`src/rtl/tmr_evt_pkg.sv`:
```
package tmr_evt_pkg;
  localparam int unsigned ACT_W = 3;

  typedef enum logic [ACT_W-1:0] {
    ACT_NONE = 3'b000,
    ACT_CLR  = 3'b001,
    ACT_SET  = 3'b010,
    ACT_TGL  = 3'b011,
    ACT_PLS  = 3'b100
  } evt_act_e;
endpackage

```
`src/rtl/tmr_evt_prio_sel.sv`:
```
module tmr_evt_prio_sel
  import tmr_evt_pkg::*;
#(
  parameter int unsigned NUM_CH = 4
) (
  input  logic                    clk_i,
  input  logic                    rst_ni,
  input  logic [NUM_CH*ACT_W-1:0] req_i,
  output evt_act_e                act_o
);
  logic [NUM_CH-1:0] hit_clr, hit_set, hit_tgl, hit_pls;

  for (genvar c = 0; c < NUM_CH; c++) begin : g_ch
    logic [ACT_W-1:0] code;
    assign code       = req_i[c*ACT_W +: ACT_W];
    assign hit_clr[c] = (code == ACT_CLR);
    assign hit_set[c] = (code == ACT_SET);
    assign hit_tgl[c] = (code == ACT_TGL);
    assign hit_pls[c] = (code == ACT_PLS);
  end

  // rank by action type, channel index irrelevant; reserved codes fall to none
  always_comb begin
    if      (|hit_clr) act_o = ACT_CLR;
    else if (|hit_set) act_o = ACT_SET;
    else if (|hit_tgl) act_o = ACT_TGL;
    else if (|hit_pls) act_o = ACT_PLS;
    else               act_o = ACT_NONE;
  end

  p_clr_wins_r6: assert property (@(posedge clk_i) disable iff (!rst_ni)
    (|hit_clr) |-> (act_o == ACT_CLR));
  p_set_over_soft_r6: assert property (@(posedge clk_i) disable iff (!rst_ni)
    ((|hit_set) && !(|hit_clr)) |-> (act_o == ACT_SET));
endmodule

```
`src/rtl/tmr_evt_cell.sv`:
```
module tmr_evt_cell
  import tmr_evt_pkg::*;
(
  input  logic     clk_i,
  input  logic     rst_ni,
  input  evt_act_e act_i,
  input  logic     man_set_i,
  input  logic     man_clr_i,
  output logic     ev_o
);
  logic ev_q, ev_d, pls_q, pls_d, man_ok;

  assign man_ok = man_set_i ^ man_clr_i;

  always_comb begin
    ev_d  = ev_q;
    pls_d = 1'b0;
    if (man_ok) begin
      ev_d = man_set_i;
    end else begin
      unique case (act_i)
        ACT_CLR: ev_d = 1'b0;
        ACT_SET: ev_d = 1'b1;
        ACT_TGL: ev_d = ~ev_q;
        ACT_PLS: begin
          ev_d  = 1'b1;
          pls_d = 1'b1;
        end
        default: if (pls_q) ev_d = 1'b0;
      endcase
    end
  end

  always_ff @(posedge clk_i or negedge rst_ni) begin
    if (!rst_ni) begin
      ev_q  <= 1'b0;
      pls_q <= 1'b0;
    end else begin
      ev_q  <= ev_d;
      pls_q <= pls_d;
    end
  end

  assign ev_o = ev_q;

  p_man_set_r2: assert property (@(posedge clk_i) disable iff (!rst_ni)
    (man_set_i && !man_clr_i) |=> ev_o);
  p_man_clr_r3: assert property (@(posedge clk_i) disable iff (!rst_ni)
    (man_clr_i && !man_set_i) |=> !ev_o);
  p_conflict_hold_r4: assert property (@(posedge clk_i) disable iff (!rst_ni)
    (man_set_i && man_clr_i && act_i == ACT_NONE && !pls_q) |=> $stable(ev_o));
  p_toggle_r7: assert property (@(posedge clk_i) disable iff (!rst_ni)
    (!man_ok && act_i == ACT_TGL) |=> (ev_o != $past(ev_o)));
  p_pulse_high_r8: assert property (@(posedge clk_i) disable iff (!rst_ni)
    (!man_ok && act_i == ACT_PLS) |=> ev_o);
  p_pulse_end_r8: assert property (@(posedge clk_i) disable iff (!rst_ni)
    (pls_q && !man_ok && act_i == ACT_NONE) |=> !ev_o);
endmodule

```
`src/rtl/tmr_evt_arb.sv`:
```
module tmr_evt_arb
  import tmr_evt_pkg::*;
#(
  parameter int unsigned NUM_CH = 4,
  parameter int unsigned NUM_EV = 4
) (
  input  logic                           clk_i,
  input  logic                           rst_ni,
  input  logic [NUM_CH*NUM_EV*ACT_W-1:0] ch_req_i,
  input  logic [NUM_EV-1:0]              man_set_i,
  input  logic [NUM_EV-1:0]              man_clr_i,
  output logic [NUM_EV-1:0]              ev_o
);
  localparam int unsigned EV_REQ_W = NUM_CH * ACT_W;

  for (genvar e = 0; e < NUM_EV; e++) begin : g_ev
    logic [EV_REQ_W-1:0] ev_req;
    evt_act_e            win_act;

    for (genvar c = 0; c < NUM_CH; c++) begin : g_gather
      assign ev_req[c*ACT_W +: ACT_W] = ch_req_i[(c*NUM_EV+e)*ACT_W +: ACT_W];
    end

    tmr_evt_prio_sel #(.NUM_CH(NUM_CH)) i_sel (
      .clk_i  (clk_i),
      .rst_ni (rst_ni),
      .req_i  (ev_req),
      .act_o  (win_act)
    );

    tmr_evt_cell i_cell (
      .clk_i     (clk_i),
      .rst_ni    (rst_ni),
      .act_i     (win_act),
      .man_set_i (man_set_i[e]),
      .man_clr_i (man_clr_i[e]),
      .ev_o      (ev_o[e])
    );
  end

  always @(posedge clk_i) begin
    if (!rst_ni) p_reset_low_r1: assert (ev_o == '0);
  end
endmodule

```
`config.mk`:
```
export PLATFORM = sky130hd
export DESIGN_NAME = tmr_evt_arb
export DESIGN_NICKNAME = d
export VERILOG_FILES = /design/src/rtl/tmr_evt_pkg.sv /design/src/rtl/tmr_evt_prio_sel.sv /design/src/rtl/tmr_evt_cell.sv /design/src/rtl/tmr_evt_arb.sv
export SDC_FILE = /design/constraint.sdc
export NUM_CORES = 1
export LEC_CHECK = 0
export ABC_AREA = 1
export BUFFER_PORTS_ARGS = -buffer_cell sky130_fd_sc_hd__buf_2
export CAP_MARGIN = 0
export CORE_MARGIN = 3
export CORE_UTILIZATION = 45
export CTS_CLUSTER_DIAMETER = 50
export CTS_CLUSTER_SIZE = 30
export DETAILED_ROUTE_END_ITERATION = 12
export PLACE_DENSITY = 0.73
export SLEW_MARGIN = 30
export SYNTH_ARGS = -nofsm -noshare
export SYNTH_HDL_FRONTEND = slang
export SYNTH_SLANG_ARGS = --single-unit
```
`constraint.sdc`:
```
create_clock -name clk_i -period 1.1 [get_ports clk_i]
set_input_delay 0.22 -clock clk_i [delete_from_list [all_inputs] [get_ports clk_i]]
set_output_delay 0.22 -clock clk_i [all_outputs]
set_load 0.01 [all_outputs]
```
[Yosys cells after proc, flatten, opt, wreduce, memory -nomap -nowiden]
Index checks and enable logic that the tools add are counted.
Cells by class
  reductions and logical operators: 24
  div/mod/pow operators: 0
  add/sub/neg operators: 0
  shift operators: 0
  bitwise logic cells: 8
  multipliers: 0
  equal/unequal tests: 80
  mux-type cells: 36
  $lt $le $gt $ge: 0
Operators with widths (number)
  $eq A3 B2 Y1 const B: 40
  $reduce_or A4 Y1: 16
  $eq A3 B1 Y1 const B: 20
  $eq A3 B3 Y1 const B: 20
  $mux W3: 16
  $reduce_bool A5 Y1: 4
  $mux W1: 16
  $pmux W1 S3: 4
  $reduce_or A2 Y1: 4
  $not A1 Y1: 4
  $xor A1 B1 Y1: 4
Word-level totals
  bits in read-only memories: 0
  flip-flop bits (word level): 8
  logic and storage cells: 156
  RAM bits: 0
  latch bits: 0
  memories: 0

[Logic depth before layout (Yosys ltp)]
  word-level depth: 10
  gate-level depth with buffers: 11
  gate-level depth less buffers: 11

[Modules after synthesis]
From an unflattened synthesis, not the netlist that was laid out.
Second synthesis, totals
  cell total of the unflattened synthesis: 300
  area total of the unflattened synthesis: 1596.5 µm²
Modules (own cells, without submodules)
  tmr_evt_prio_sel: cells each 52, area each 266.5 µm², times used 4, seq. area each 0.0 µm²
  tmr_evt_cell: cells each 23, area each 132.6 µm², times used 4, seq. area each 50.0 µm²

[Least setup slack after synthesis]
OpenSTA, ideal clock, no wires.
  kind: flip-flop to flip-flop
  start point: reg g_ev[0].i_cell.pls_q
  end point: reg g_ev[0].i_cell.ev_q
  arrival: 905 ps
  cell stages (with the launch flop): 5
  library setup time: 65 ps
  path buffers: 0
  setup slack: 130 ps
  required time: 1035 ps
  period minus slack after synthesis: 970 ps
  path through: dfrtp_1 or3_1 nor2_1 nand3_1 nand2_1
Between the ends
  cells in the longest elaborated chain, start to end: 1
RTL lines
  start: declaration: RTL line tmr_evt_cell.sv:11  | logic ev_q, ev_d, pls_q, pls_d, man_ok;
  start signal: assignment: RTL line tmr_evt_cell.sv:40  | pls_q <= pls_d;
  $reduce_bool A5 Y1 (no source line)
  end signal: assignment: RTL line tmr_evt_cell.sv:39  | ev_q <= ev_d;
  end: declaration: RTL line tmr_evt_cell.sv:11
Every way passes these cells.
A chain may end at the register's enable or synchronous reset.

[Final worst setup path]
  start point: reg g_ev[3].i_cell.pls_q
  end point: reg g_ev[3].i_cell.ev_q
Between the ends
  cells in the longest elaborated chain, start to end: 1
RTL lines (RTL line)
  start: declaration: tmr_evt_cell.sv:11
  start signal: assignment: tmr_evt_cell.sv:40
  $reduce_bool A5 Y1 (no source line)
  end signal: assignment: tmr_evt_cell.sv:39
  end: declaration: tmr_evt_cell.sv:11
Every way passes these cells.

==> metrics.csv <==
metric;value;unit
io_buffers;61;
grt_usage;16.4;%
diodes;0;
grt_max_degree;9;
syn-num-nets;342;
rows;20;
setup_viol;0;
final_common_cell;nand2_1;
ys_ff_latch;8;
synth_cells;284;
max-clock-path-buffers;2;
cts-buffers-inserted;3;
synth_area_per_cell;5.36;um2
holdPathStages;4;
critPathRequiredTime;1.29;ns
powerDensity;668;nW/um2
vias;1749;
layout_common_cells;80 x nand2_1, 61 x buf_2, 45 x inv_1;
fin_crit;1.04;ns
regToRegEndpoint;g_ev[3].i_cell.ev_o;
worst_slack;0.0613;ns
post_cts_buffers;0;
die_area;4110;um2
n_fill_cell;342;
fmax;0.963;GHz
fin_worst_skew;0.000287;ns
reg2reg_slack;0.06;ns
rsz0062_at_grt;no;
antenna_found_initial;0;
crit_slowest_cell;dfrtp_1;
grt_pass1_wl;5730;um
worstRegToRegCells;4;
ff_latch_area;200;um2
insertion_delay;0.25;ns
cp_data_arrival_time;1.23;ns
ant_nets;0;
worstPathCellList;or3_1 -> nor2_1 -> nand3_1 -> nand2_1;
yosysSeqAreaShare;13.2;%
route.detailed.drc;0;
cts-root-buf;clkbuf_4;
path_max_fanout;1;
cts_tree;done;
rr_startpoint;g_ev[3].i_cell.pls_q;
post-place-ws;-0.0229;ns
relSlewSlack;85.4;%
status;finished, final reports clean;
max_stage_delay;0.37;ns
finalWirelength;3060;um
multi_input_area;1050;um2
gr-total-overflow;0;
layout-drive-gt1-share;37.9;%
worstHoldStart;man_clr_i[2];
io_pins;62;
fin_nets;411;
ir_worst_vdd;0.362;mV
slew_violations;0;
die_y;64.1;um
via_per_inst;4.43;
ys_warn_count;0;
start_kind;register;
cts.sinks;8;
core_area;3130;um2
worstMarginPinSlew;0.218;ns
leakagePower;1.24;nW
initial_core_util;48.6;%
gp_congestion;0.843;
hold_path.class;input pin to register;
hold-path-endpoint;g_ev[2].i_cell.ev_o;
wl_per_cell;7.73;um
first_pass_iters;4;
cts_htree_levels;1;
period_share;94.4;%
critPathKind;register to register;
die_w;64.1;um
drv_cap;0;
cts.clk_slew.worst_paths;0.06;ns
synth_cell_types;14;
drt_iter0_drc;30;
syn2layout_area_growth;26.8;%
critPathCaptureType;register;
syn_area;1520;um2
grt_pass1_vias;1522;
finalHoldViolations;0;
final.setup.tns;0;ns
hpwl;2770;um
==> worst max path at each step <==
stage | startpoint | to | slack, ns
floorplan | g_ev[0].i_cell.pls_q | g_ev[0].i_cell.ev_o | 0.13
finish | g_ev[3].i_cell.pls_q | g_ev[3].i_cell.ev_o | 0.06
CTS | g_ev[2].i_cell.pls_q | g_ev[2].i_cell.ev_o | 0.06
global placement | ch_req_i[25] | g_ev[0].i_cell.ev_o | -0.03
global route | g_ev[2].i_cell.pls_q | g_ev[2].i_cell.ev_o | 0.01
detailed placement | ch_req_i[7] | g_ev[2].i_cell.ev_o | -0.02
==> cell usage after synthesis (all sizes together) <==
library cell  count  area share (%)
nand3            40              16
or3               4             1.6
buf               4             2.0
nand3b            4             2.0
dfrtp             8              13
nor2             56              18
nand2           100              28
nor4              4             3.3
inv              64              16
==> registers in the layout, summed over array words and instances, names as in the netlist <==
| signal | count |
|---|---|
| g_ev.i_cell.ev_o | 4 |
| g_ev.i_cell.pls_q | 4 |
==> area by class of cell <==
cell class              instances  area share [%]
flip-flops and latches          8            10.4
inverters                      64            12.5
clock buffers                   3            1.17
well taps                      44            2.85
repair buffers                 68            18.7
multi-input cells             208            54.5
==> report_power, final <==
| group | switching [W] | internal [W] | total, W |
|---|---|---|---|
| Sequential | 0.0000229 | 0.000328 | 0.000351 |
| Combinational | 0.000411 | 0.000297 | 0.000708 |
| Clock | 0.000105 | 0.000125 | 0.000230 |
==> metrics by stage <==
stage | hold slack, ns | cells | power [W] | util [%] | instance area [um2]
3_5_place_dp | 0.0769 | 391 | 0.00107 | 60.6 | 1900
3_3_place_gp | 0.0764 | 391 | 0.00106 | 60.6 | 1900
5_1_grt | 0.277 | 395 | 0.00143 | 61.7 | 1930
4_1_cts | 0.241 | 395 | 0.00131 | 61.7 | 1930
2_1_floorplan | -0.0756 | 284 | 0.000841 | - | 1520
6_report | 0.250 | 395 | 0.00129 | 61.7 | 1930
==> critical path: cells and delay by family (launching register included) <==
family	cells	cell delay [ns]
and+or+nand+nor	4	0.61
DFF	1	0.37
==> layer usage <==
| layer | track usage, % | vias to the layer above | part of all wire, % | wire length (um) |
|---|---|---|---|---|
| met4 | 3.17 | 0 | 0.72 | 22 |
| met5 | 0 | - | 0 | 0 |
| li1 | - | 982 | - | - |
| met3 | 1.76 | 2 | 4.5 | 138 |
| met2 | 29.9 | 34 | 49 | 1490 |
| met1 | 20.9 | 731 | 46 | 1410 |
==> cells by family (layout without fill, tap and decap cells) <==
group                  Yosys count  count (layout)  synth area share, %
AND/OR/NAND/NOR                208             208                 69.1
flip-flops                       8               8                 13.2
buffers and inverters           68             135                 17.8
==> what timing repair did <==
item / CTS / global route
setup endpoints to repair: 0 / 0
endpoints found under the hold margin: 8 / 0
hold buffers: 1 / 0
gates resized for setup: 0 / 0
Note: power is estimated with default switching activity, not from simulation.
